## config.mk

```make
export PLATFORM = sky130hd
export DESIGN_NAME = mwin_decode_top
export DESIGN_NICKNAME = d
export VERILOG_FILES = /design/src/rtl/mwin_pkg.sv /design/src/rtl/mwin_regs.sv /design/src/rtl/mwin_match.sv /design/src/rtl/mwin_decode_top.sv
export SDC_FILE = /design/constraint.sdc
export NUM_CORES = 1
export LEC_CHECK = 0
export ABC_AREA = 1
export BUFFER_PORTS_ARGS = -buffer_cell sky130_fd_sc_hd__buf_2
export CORE_UTILIZATION = 45
export CTS_CLUSTER_SIZE = 20
export DETAILED_ROUTE_END_ITERATION = 8
export GPL_TIMING_DRIVEN = 0
export PLACE_DENSITY = 0.92
export SYNTH_ARGS = -nofsm -noshare
export SYNTH_HDL_FRONTEND = slang
export SYNTH_SLANG_ARGS = --single-unit
```

## constraint.sdc

```tcl
create_clock -name clk -period 1.6 [get_ports clk]
set_clock_uncertainty 0.1 [all_clocks]
set_input_delay 0 -clock clk [delete_from_list [all_inputs] [get_ports clk]]
set_output_delay 0 -clock clk [all_outputs]
set_load 0.01 [all_outputs]
```

## src/rtl/mwin_pkg.sv

```systemverilog
package mwin_pkg;
  localparam int unsigned DW       = 32;
  localparam int unsigned AW       = 64;
  localparam int unsigned GRAN_LSB = 20;
  localparam int unsigned IDX_W    = 6;
  localparam int unsigned BE_W     = DW / 8;
  localparam logic [IDX_W-1:0] IDX_LO = 6'd4;
  localparam logic [IDX_W-1:0] IDX_HI = 6'd5;
  localparam int unsigned CMP_W    = AW - GRAN_LSB;
endpackage

```

## src/rtl/mwin_regs.sv

```systemverilog
module mwin_regs
  import mwin_pkg::*;
(
  input  logic             clk,
  input  logic             rst_n,
  input  logic             strap_en,
  input  logic             cfg_wr,
  input  logic [IDX_W-1:0] cfg_idx,
  input  logic [BE_W-1:0]  cfg_be,
  input  logic [DW-1:0]    cfg_wdata,
  output logic [DW-1:0]    cfg_rdata,
  output logic [AW-1:0]    base
);
  logic [DW-1:0] lo_q, lo_d, hi_q, hi_d;
  logic          lo_en, hi_en;
  logic [DW-1:0] lo_mask;

  assign lo_mask = {{(DW-GRAN_LSB){1'b1}}, {GRAN_LSB{1'b0}}};
  assign lo_en   = cfg_wr && (cfg_idx == IDX_LO);
  assign hi_en   = cfg_wr && (cfg_idx == IDX_HI) && strap_en;

  always_comb begin
    lo_d = lo_q;
    hi_d = hi_q;
    for (int b = 0; b < int'(BE_W); b++) begin
      if (cfg_be[b]) begin
        lo_d[b*8 +: 8] = cfg_wdata[b*8 +: 8];
        hi_d[b*8 +: 8] = cfg_wdata[b*8 +: 8];
      end
    end
    lo_d = lo_d & lo_mask;
  end

  always_ff @(posedge clk or negedge rst_n) begin
    if (!rst_n) lo_q <= '0;
    else if (lo_en) lo_q <= lo_d;
  end

  always_ff @(posedge clk or negedge rst_n) begin
    if (!rst_n) hi_q <= '0;
    else if (hi_en) hi_q <= hi_d;
  end

  always_comb begin
    cfg_rdata = '0;
    if (cfg_idx == IDX_LO) cfg_rdata = lo_q;
    else if (cfg_idx == IDX_HI && strap_en) cfg_rdata = hi_q;
  end

  assign base = {hi_q, lo_q};


  hi_strap_lock_chk: assert property (@(posedge clk) disable iff (!rst_n)
    !strap_en |=> $stable(hi_q));

  lo_low_zero_chk: assert property (@(posedge clk) disable iff (!rst_n)
    lo_q[GRAN_LSB-1:0] == '0);

  other_idx_quiet_chk: assert property (@(posedge clk) disable iff (!rst_n)
    (cfg_idx != IDX_LO && cfg_idx != IDX_HI) |=> ($stable(lo_q) && $stable(hi_q)));
endmodule

```

## src/rtl/mwin_match.sv

```systemverilog
module mwin_match
  import mwin_pkg::*;
(
  input  logic          enable,
  input  logic          valid,
  input  logic          narrow,
  input  logic [AW-1:0] addr,
  input  logic [AW-1:0] base,
  output logic          hit
);
  logic [AW-1:0] eff;
  always_comb begin
    eff = addr;
    if (narrow) eff[AW-1:DW] = '0;
  end
  assign hit = enable && valid && (eff[AW-1:GRAN_LSB] == base[AW-1:GRAN_LSB]);
endmodule

```

## src/rtl/mwin_decode_top.sv

```systemverilog
module mwin_decode_top
  import mwin_pkg::*;
(
  input  logic             clk,
  input  logic             rst_n,
  input  logic             strap_en,
  input  logic             cfg_wr,
  input  logic [IDX_W-1:0] cfg_idx,
  input  logic [BE_W-1:0]  cfg_be,
  input  logic [DW-1:0]    cfg_wdata,
  output logic [DW-1:0]    cfg_rdata,
  input  logic             pri_valid,
  input  logic [AW-1:0]    pri_addr,
  input  logic             pri_dac32,
  output logic             pri_claim,
  output logic             pri_fwd,
  input  logic             sec_valid,
  input  logic [AW-1:0]    sec_addr,
  input  logic             sec_dac32,
  output logic             sec_ignore
);
  logic [AW-1:0] base;
  logic          p_hit, s_hit;

  mwin_regs u_regs (
    .clk(clk), .rst_n(rst_n), .strap_en(strap_en), .cfg_wr(cfg_wr),
    .cfg_idx(cfg_idx), .cfg_be(cfg_be), .cfg_wdata(cfg_wdata),
    .cfg_rdata(cfg_rdata), .base(base)
  );

  mwin_match u_pri (
    .enable(strap_en), .valid(pri_valid), .narrow(pri_dac32),
    .addr(pri_addr), .base(base), .hit(p_hit)
  );

  mwin_match u_sec (
    .enable(strap_en), .valid(sec_valid), .narrow(sec_dac32),
    .addr(sec_addr), .base(base), .hit(s_hit)
  );

  assign pri_claim  = p_hit;
  assign pri_fwd    = p_hit;
  assign sec_ignore = s_hit;


  strap_off_quiet_chk: assert property (@(posedge clk) disable iff (!rst_n)
    !strap_en |-> !(pri_claim || pri_fwd || sec_ignore));

  claim_fwd_pair_chk: assert property (@(posedge clk) disable iff (!rst_n)
    pri_claim == pri_fwd);

  ignore_needs_valid_chk: assert property (@(posedge clk) disable iff (!rst_n)
    sec_ignore |-> (sec_valid && strap_en));

  claim_needs_valid_chk: assert property (@(posedge clk) disable iff (!rst_n)
    pri_claim |-> (pri_valid && strap_en));
endmodule

```

---- Yosys cells after proc, flatten, opt, wreduce, memory -nomap -nowiden ----
Index checks and enable logic that the tools add are counted.
storage, ports and cells
  bits in registers ....................... 44
  latch bits .............................. 0
  bits in writable memories ............... 0
  bits in read-only memories .............. 0
  input port bits ......................... 178
  output and inout port bits .............. 35
  logic and storage cells ................. 28
  memories ................................ 0
cells by class
  $add $sub $neg .......................... 0
  $mul .................................... 0
  divide/modulo/power cells ............... 0
  order comparisons ....................... 0
  equality and inequality tests ........... 4
  shift-type cells ........................ 0
  multiplexer cells ....................... 4
  bitwise logic cells ..................... 0
  reductions and logical operators ........ 14
operators with widths
  operator                                        number
  two-way mux 32 bit                              4
  == test 44 bit                                  2
  == test 6 x 3 -> 1 bit (second input constant)  2
  AND reduction 2 bit                             6
  logical AND 1 bit                               8

---- Logic depth before layout (Yosys ltp) ----
Gate-level depths: netlist of run 1.
  depth after elaboration ................. 4
  mapped depth ............................ 11
  mapped depth without buffers ............ 10

---- Hierarchy ----
A second synthesis of run 1 with hierarchy kept.
second synthesis, totals
  cell total of the unflattened synthesis .. 700
  area total of the unflattened synthesis .. 4,204.0 µm²
modules (own cells, without submodules)
  module           times used  cells an instance  area an instance (µm²)  seq. area each (µm²)
  mwin_regs        1           313                2,372.3                 1,101.1
  mwin_match       2           193                912.1                   0.0
  mwin_decode_top  1           1                  7.5                     0.0

---- Worst setup path after synthesis of run 1 ----
OpenSTA, ideal clock, no wires.
  kind .................................... register to output
  start ................................... register u_regs.lo_q[31]
  end ..................................... output port pri_fwd
  arrival ................................. 1.236 ns
  required time ........................... 1.500 ns
  path slack .............................. 0.264 ns
  stages on the path, launching flop included .. 11
  buffers on the path ..................... 1
  cells stage by stage .................... dfrtp_1 > inv_1 > nand2_1 > nand2_1 > nand2_1 > nor2_1 > nand2_1 > nor2_1 > nand3_1 > nor2_1 > buf_4
on the way
  longest elaborated chain between the ends .. 2
RTL lines
  what                    line                   text
  from (decl)             mwin_regs.sv:14        logic [DW-1:0] lo_q, lo_d, hi_q, hi_d;
  from (signal assigned)  mwin_regs.sv:36        else if (lo_en) lo_q <= lo_d;
  == test 44 bit          mwin_match.sv:16       assign hit = enable && valid && (eff[AW-1:GRAN_LSB] == base[AW-1:GRAN_LSB]);
  logical AND 1 bit       mwin_match.sv:16
  to (decl)               mwin_decode_top.sv:16  output logic pri_fwd,
Every way passes these cells.

---- Worst setup path after layout of run 1 ----
  start ................................... register u_regs.hi_q[5]
  end ..................................... output port pri_fwd
on the way
  longest elaborated chain between the ends .. 2
RTL lines
  what                    line              text
  from (decl)             mwin_regs.sv:14
  from (signal assigned)  mwin_regs.sv:41   else if (hi_en) hi_q <= hi_d;
  == test 44 bit          mwin_match.sv:16
  logical AND 1 bit       mwin_match.sv:16
Every way passes these cells.

==> results.json, run 1 <==
{
  "status": "finished with violations",
  "violations": "setup timing",
  "synth_top_cell_area_share_pct": 30.3,
  "critical_path_required_ns": 1.50,
  "grt_pass1_wl_um": 21700,
  "cts_sinks": 44,
  "wire_per_inst_um": 15.0,
  "p_int_mw": 1.94,
  "drt_iter0_drc": 369,
  "yosys_warnings": 0,
  "die_y_um": 91.9,
  "p_clk_share_pct": 25.6,
  "switching_share_pct": 34.1,
  "cts_max_path_buffers": 2,
  "antenna_found_initial": 0,
  "worstPathCellList": "inv_1 > nand3_1 > nand2_1 > nor2_1 > nand2_1 > nor2_1 > nand3_1 > nor2_2 > buf_4 > buf_6",
  "cp_max_fo": 4,
  "fin_ws_ns": -0.297,
  "synth_edf_count": 0,
  "first_pass_iters": 5,
  "cts_buffers": 5,
  "leakage_nw": 2.93,
  "num_vias": 4856,
  "grt_max_degree": 45,
  "worstMarginPinSlew_ns": 1.05,
  "place.gp.congestion": 0.918,
  "powerDensity_mw_per_mm2": 567,
  "slew_headroom_pct": 30.0,
  "worstPathArrival_ns": 1.80,
  "die_w_um": 91.9,
  "dp_slack_ns": -0.0373,
  "ys.flop_type": "dfrtp_1",
  "ys_seq_elements": 44,
  "numPortBuffers": 172,
  "cts_root_buffer": "clkbuf_8",
  "synth_area_mm2": 0.00364,
  "finalSetupViolCount": 3,
  "cts_tree": "done",
  "initial_core_util_pct": 46.9,
  "ios": 213,
  "synth_nets": 788,
  "p_switching_mw": 1.00,
  "grt_overflow_total": 0,
  "antenna_left": 0,
  "fp-row-count": 32,
  "synthArstFlopShare_pct": 100,
  "grt_util_all_layers_pct": 33.3,
  "hpwl_um": 10500,
  "nFillCells": 713,
  "finalNetCount": 1010,
  "syn_area_per_cell_um2": 5.97,
  "grt_pass1_vias": 4705,
  "hold_viol": 0,
  "vdd_drop_max_uv": 312,
  "synthDistinctLibCells": 23,
  "combPwrFrac_pct": 30.8,
  "drv_cap": 0,
  "layout-drive-gt1-share_pct": 27.3,
  "syn_to_final_growth_pct": 42.6,
  "final_cells": 935,
  "max_freq_ghz": 0.527,
  "drc": 0,
  "min_path_type": "primary input to flip-flop",
  "cp-end-kind": "primary output",
  "crit_slowest_cell": "dfrtp_1",
  "fin_tns_setup_ns": -0.770,
  "critPathLaunchType": "flip-flop",
  "numPlacedInstances": 884,
  "synth_largest_area_cell": "dfrtp_1",
  "rsz0062_at_grt": "true",
  "final.min_clock_period_ns": 1.90,
  "syn_inst": 610,
  "yosys-top-cells-area": "dfrtp_1, nand2_1, nor2_1",
  "timing.final.crit_share_pct": 119,
  "vias_per_cell": 5.19,
  "crit_type": "flip-flop to primary output",
  "cts-htree-levels": 2,
  "drv_slew": 0,
  "yosysSeqAreaShare_pct": 30.3,
  "drt_wl_total_um": 14000,
  "fp.coreArea_mm2": 0.00777,
  "die_area_mm2": 0.00845,
  "clk_latency_ns": 0.30,
  "critPathMaxStageDelay_ns": 0.38,
  "pwr-share-seq_pct": 43.6,
  "diodes": 0,
  "clk_pin_slew_ns": 0.09
}
[final cells by class]
type	count	area, um2	share of cell area, %
Sequential cell	44	1100	21.3
Clock buffer	6	82.6	1.59
Tap cell	102	128	2.46
Timing Repair Buffer	215	1290	24.9
Multi-Input combinational cell	477	2170	41.8
Buffer	20	144	2.77
Clock inverter	2	10.0	0.193
Inverter	69	259	4.99
[cell usage in the layout (no fill, tap or decap), types with 14 or more instances in the layout]
cell,instances
a21oi_1,14
buf_2,178
dfrtp_1,42
dlygate4sd3_1,41
inv_1,57
nand2_1,235
nand3_1,45
nor2_1,84
o21ai_0,42
xor2_1,22
[cell families after synthesis]
family | count (synthesis) | synth area share [%]
DFF | 44 | 30.3
xor gates and xnor gates | 26 | 6.26
AOI/OAI and AO/OA | 74 | 10.7
buffers and inverters | 89 | 11.1
and+or+nand+nor | 377 | 41.8
[state kept, by name, summed over array words and instances, names as in the netlist]
register,flops
u_regs.hi_q,32
u_regs.lo_q,12
[metrics by stage]
step | total power, mW | area [um2] | util [%] | hold WS (ns)
after detailed placement | 2.09 | 4630 | 59.6 | 0.112
after floorplan | 1.73 | 3640 | - | -0.396
final | 2.94 | 5190 | 66.8 | 0.00339
after global routing | 3.09 | 5190 | 66.8 | 0.0411
after CTS | 2.90 | 5150 | 66.3 | 0.000342
after global placement | 2.08 | 4630 | 59.6 | 0.109
[synth_stat cells, types with 2 or more instances]
master and number:
a21oi_1 17, buf_2 7, buf_4 2, buf_6 7, clkbuf_1 3, dfrtp_1 44
inv_1 67, inv_2 2, nand2_1 235, nand2_2 2, nand3_1 45, nor2_1 88
nor2_4 4, o21ai_0 42, o21ai_1 2, o22ai_1 12, xnor2_1 4, xor2_1 22
[worst max-delay path, delay by kind of cell, from the launching register on]
| kind | cells | cell delay, ns |
|---|---|---|
| buffers and inverters | 3 | 0.32 |
| DFF | 1 | 0.38 |
| and+or+nand+nor | 7 | 0.79 |
[final timing paths]
path | startpoint | end | slack [ns] | cells past startpoint
max | u_regs.hi_q[5] | pri_fwd | -0.30 | 10
min | cfg_be[1] | u_regs.hi_q[9] | 0.003 | 5
max reg2reg | u_regs.hi_q[26] | u_regs.hi_q[26] | 0.68 | 2
min reg2reg | u_regs.lo_q[24] | u_regs.lo_q[24] | 0.48 | 2
max in group asynchronous | rst_n | u_regs.lo_q[30] | 0.36 | 2
min in group asynchronous | rst_n | u_regs.hi_q[17] | 0.33 | 2
[layer usage]
| layer | GRT usage, % | part of all wire, % | up-vias |
|---|---|---|---|
| li1 | - | - | 2336 |
| met1 | 41.6 | 39 | 2151 |
| met2 | 56.0 | 46 | 320 |
| met3 | 6.38 | 11 | 49 |
| met4 | 14.2 | 3.9 | 0 |
| met5 | 0 | 0 | - |
[timing repair]
action                     in CTS  in global routing
hold endpoints to repair       88                  0
hold buffers                   41                  0
pin swaps                       4                  3
gates resized for setup        10                 13
setup buffers                   0                  2
setup endpoints to repair       3                  3
[power groups by stage]
stage	logic, mW	clock network (mW)	registers [mW]
after floorplan	0.451	0	1.28
after global placement	0.785	0	1.29
after detailed placement	0.799	0	1.30
after CTS	0.869	0.753	1.28
after global routing	1.00	0.795	1.29
final	0.907	0.753	1.28
Power figures use the tool's default switching activity.
==> run 2, diff against run 1 <==
CORE_UTILIZATION = 35   (was 45)
PLACE_DENSITY = 0.76   (was 0.92)
==> results.json, run 2 (synthesis results as in run 1) <==
{
  "status": "finished with violations",
  "cp_max_fo": 2,
  "p_int_mw": 1.95,
  "grt_pass1_vias": 4391,
  "cts-htree-levels": 2,
  "ios": 213,
  "drt_wl_total_um": 14400,
  "drv_cap": 0,
  "violations": "hold timing, setup timing",
  "crit_type": "flip-flop to primary output",
  "cp-end-kind": "primary output",
  "cts_max_path_buffers": 2,
  "r2r-end": "u_regs.hi_q[0]",
  "antenna_found_initial": 0,
  "cp_num_buf_inv": 2,
  "cts_sinks": 44,
  "reg.largest.list": "u_regs.hi_q (32), u_regs.lo_q (12)",
  "p_switching_mw": 1.03,
  "powerDensity_mw_per_mm2": 570,
  "fin_ws_ns": -0.306,
  "vias_per_cell": 4.84,
  "crit_slowest_cell": "dfrtp_1",
  "grt_overflow_total": 0,
  "first_pass_iters": 5,
  "hold_viol": 6,
  "worstMarginPinSlew_ns": 1.06,
  "cts_buffers": 5,
  "switching_share_pct": 34.5,
  "fin_tns_setup_ns": -0.750,
  "min_to": "u_regs.hi_q[5]",
  "die_w_um": 104,
  "cts_root_buffer": "clkbuf_8",
  "finalSetupViolCount": 3,
  "largest_reg_flops": 32,
  "rsz0062_at_grt": "true",
  "finalNetCount": 1009,
  "hold_path_depth": 5,
  "slew_headroom_pct": 29.3,
  "reg2reg_slack_ns": 0.67,
  "vdd_drop_max_uv": 311,
  "cts_tree": "done",
  "critPathLaunchType": "flip-flop",
  "min_path_type": "primary input to flip-flop",
  "dp_slack_ns": -0.0562,
  "clk_latency_ns": 0.30,
  "initial_core_util_pct": 36.7,
  "max_freq_ghz": 0.525,
  "clk_pin_slew_ns": 0.09,
  "multi_input_area_mm2": 0.00217,
  "wire_per_inst_um": 14.9,
  "seqCellArea_mm2": 0.00110,
  "combPwrFrac_pct": 31.1,
  "grt_util_all_layers_pct": 26.1,
  "antenna_left": 0,
  "top_register": "u_regs.hi_q",
  "fp.coreArea_mm2": 0.00991,
  "numPortBuffers": 172,
  "critPathMaxStageDelay_ns": 0.41,
  "fp-row-count": 36,
  "timing.final.crit_share_pct": 119,
  "worstPathArrival_ns": 1.81,
  "syn_to_final_growth_pct": 43.5,
  "nFillCells": 1067,
  "drc": 0,
  "num_vias": 4670,
  "place.gp.congestion": 0.919,
  "pwr-share-seq_pct": 42.9,
  "drt_iter0_drc": 341,
  "layout_common_cells": "nand2_1, buf_2, nor2_1",
  "ff2ff_path_depth": 2,
  "die_area_mm2": 0.0108,
  "r2r_start": "u_regs.hi_q[0]",
  "hpwl_um": 11200,
  "worstPathCellList": "a21oi_2 > nand2_1 > nor2_1 > nand2_1 > nor2_1 > nand3_1 > nor2_2 > buf_4 > buf_6",
  "cp.depth": 9,
  "path_delay_family": "simple AND/OR/NAND/NOR gates",
  "leakage_nw": 2.94,
  "die_y_um": 104,
  "hold_slack_ns": -0.0100,
  "grt_pass1_wl_um": 21800,
  "diodes": 0,
  "hp-start": "cfg_be[0]",
  "layout-drive-gt1-share_pct": 27.2,
  "grt_max_degree": 45,
  "final.min_clock_period_ns": 1.91,
  "drv_slew": 0,
  "critical_path_required_ns": 1.50,
  "layout_commonest_cell": "nand2_1",
  "p_clk_share_pct": 26.0
}
run 2: what timing repair did:
action | 4_1_cts | 5_1_grt
hold endpoints to repair | 88 | 0
resized for setup | 13 | 9
setup buffers | 1 | 3
gates cloned | 0 | 0
setup endpoints to repair | 3 | 3
hold buffers | 38 | 0
pin swaps | 2 | 3
run 2: area by class of cell:
cell class	count	area share, %
plain buffers	20	2.76
clock buffers	7	1.65
clock inverters	1	0.144
inverters	69	4.96
multi-input cells	477	41.6
flip-flops and latches	44	21.1
well taps	133	3.19
repair buffers	214	24.5
run 2: layer usage:
layer / wire length, um / vias to the layer above / part of all wire, % / track usage (%)
li1: - / 2331 / - / -
met1: 5960 / 2092 / 41 / 33.0
met2: 6670 / 215 / 46 / 45.0
met3: 1360 / 32 / 9.4 / 4.82
met4: 422 / 0 / 2.9 / 7.86
met5: 0 / - / 0 / 0
run 2: worst max-delay path by stage:
| stage | from | endpoint | slack (ns) |
|---|---|---|---|
| 3_5_place_dp | u_regs.lo_q[29] | pri_fwd | -0.06 |
| 3_3_place_gp | u_regs.lo_q[29] | pri_fwd | -0.03 |
| 2_1_floorplan | u_regs.lo_q[31] | pri_fwd | 0.26 |
| 4_1_cts | u_regs.lo_q[29] | pri_fwd | -0.24 |
| 5_1_grt | u_regs.lo_q[30] | pri_fwd | -0.38 |
| 6_report | u_regs.lo_q[29] | pri_fwd | -0.31 |
run 2: metrics by stage:
| stage | utilization [%] | cells | instance area [um2] | power, mW |
|---|---|---|---|---|
| 3_5_place_dp | 47.1 | 915 | 4670 | 2.11 |
| 3_3_place_gp | 47.1 | 915 | 4670 | 2.10 |
| 2_1_floorplan | - | 610 | 3640 | 1.73 |
| 6_report | 52.7 | 965 | 5220 | 2.98 |
| 5_1_grt | 52.7 | 965 | 5220 | 3.13 |
| 4_1_cts | 52.2 | 962 | 5170 | 2.94 |
run 2: power groups by stage:
stage / combinational [mW] / clock (mW) / sequential [mW]
CTS: 0.894 / 0.767 / 1.28
global route: 1.02 / 0.814 / 1.29
floorplan: 0.451 / 0 / 1.28
global placement: 0.804 / 0 / 1.30
finish: 0.927 / 0.775 / 1.28
detailed placement: 0.815 / 0 / 1.30
run 2: worst reg2reg max path, cell delays in order (launching register included):
cell,delay (ns)
dfrtp_2,0.46
inv_1,0.13
o21ai_0,0.12
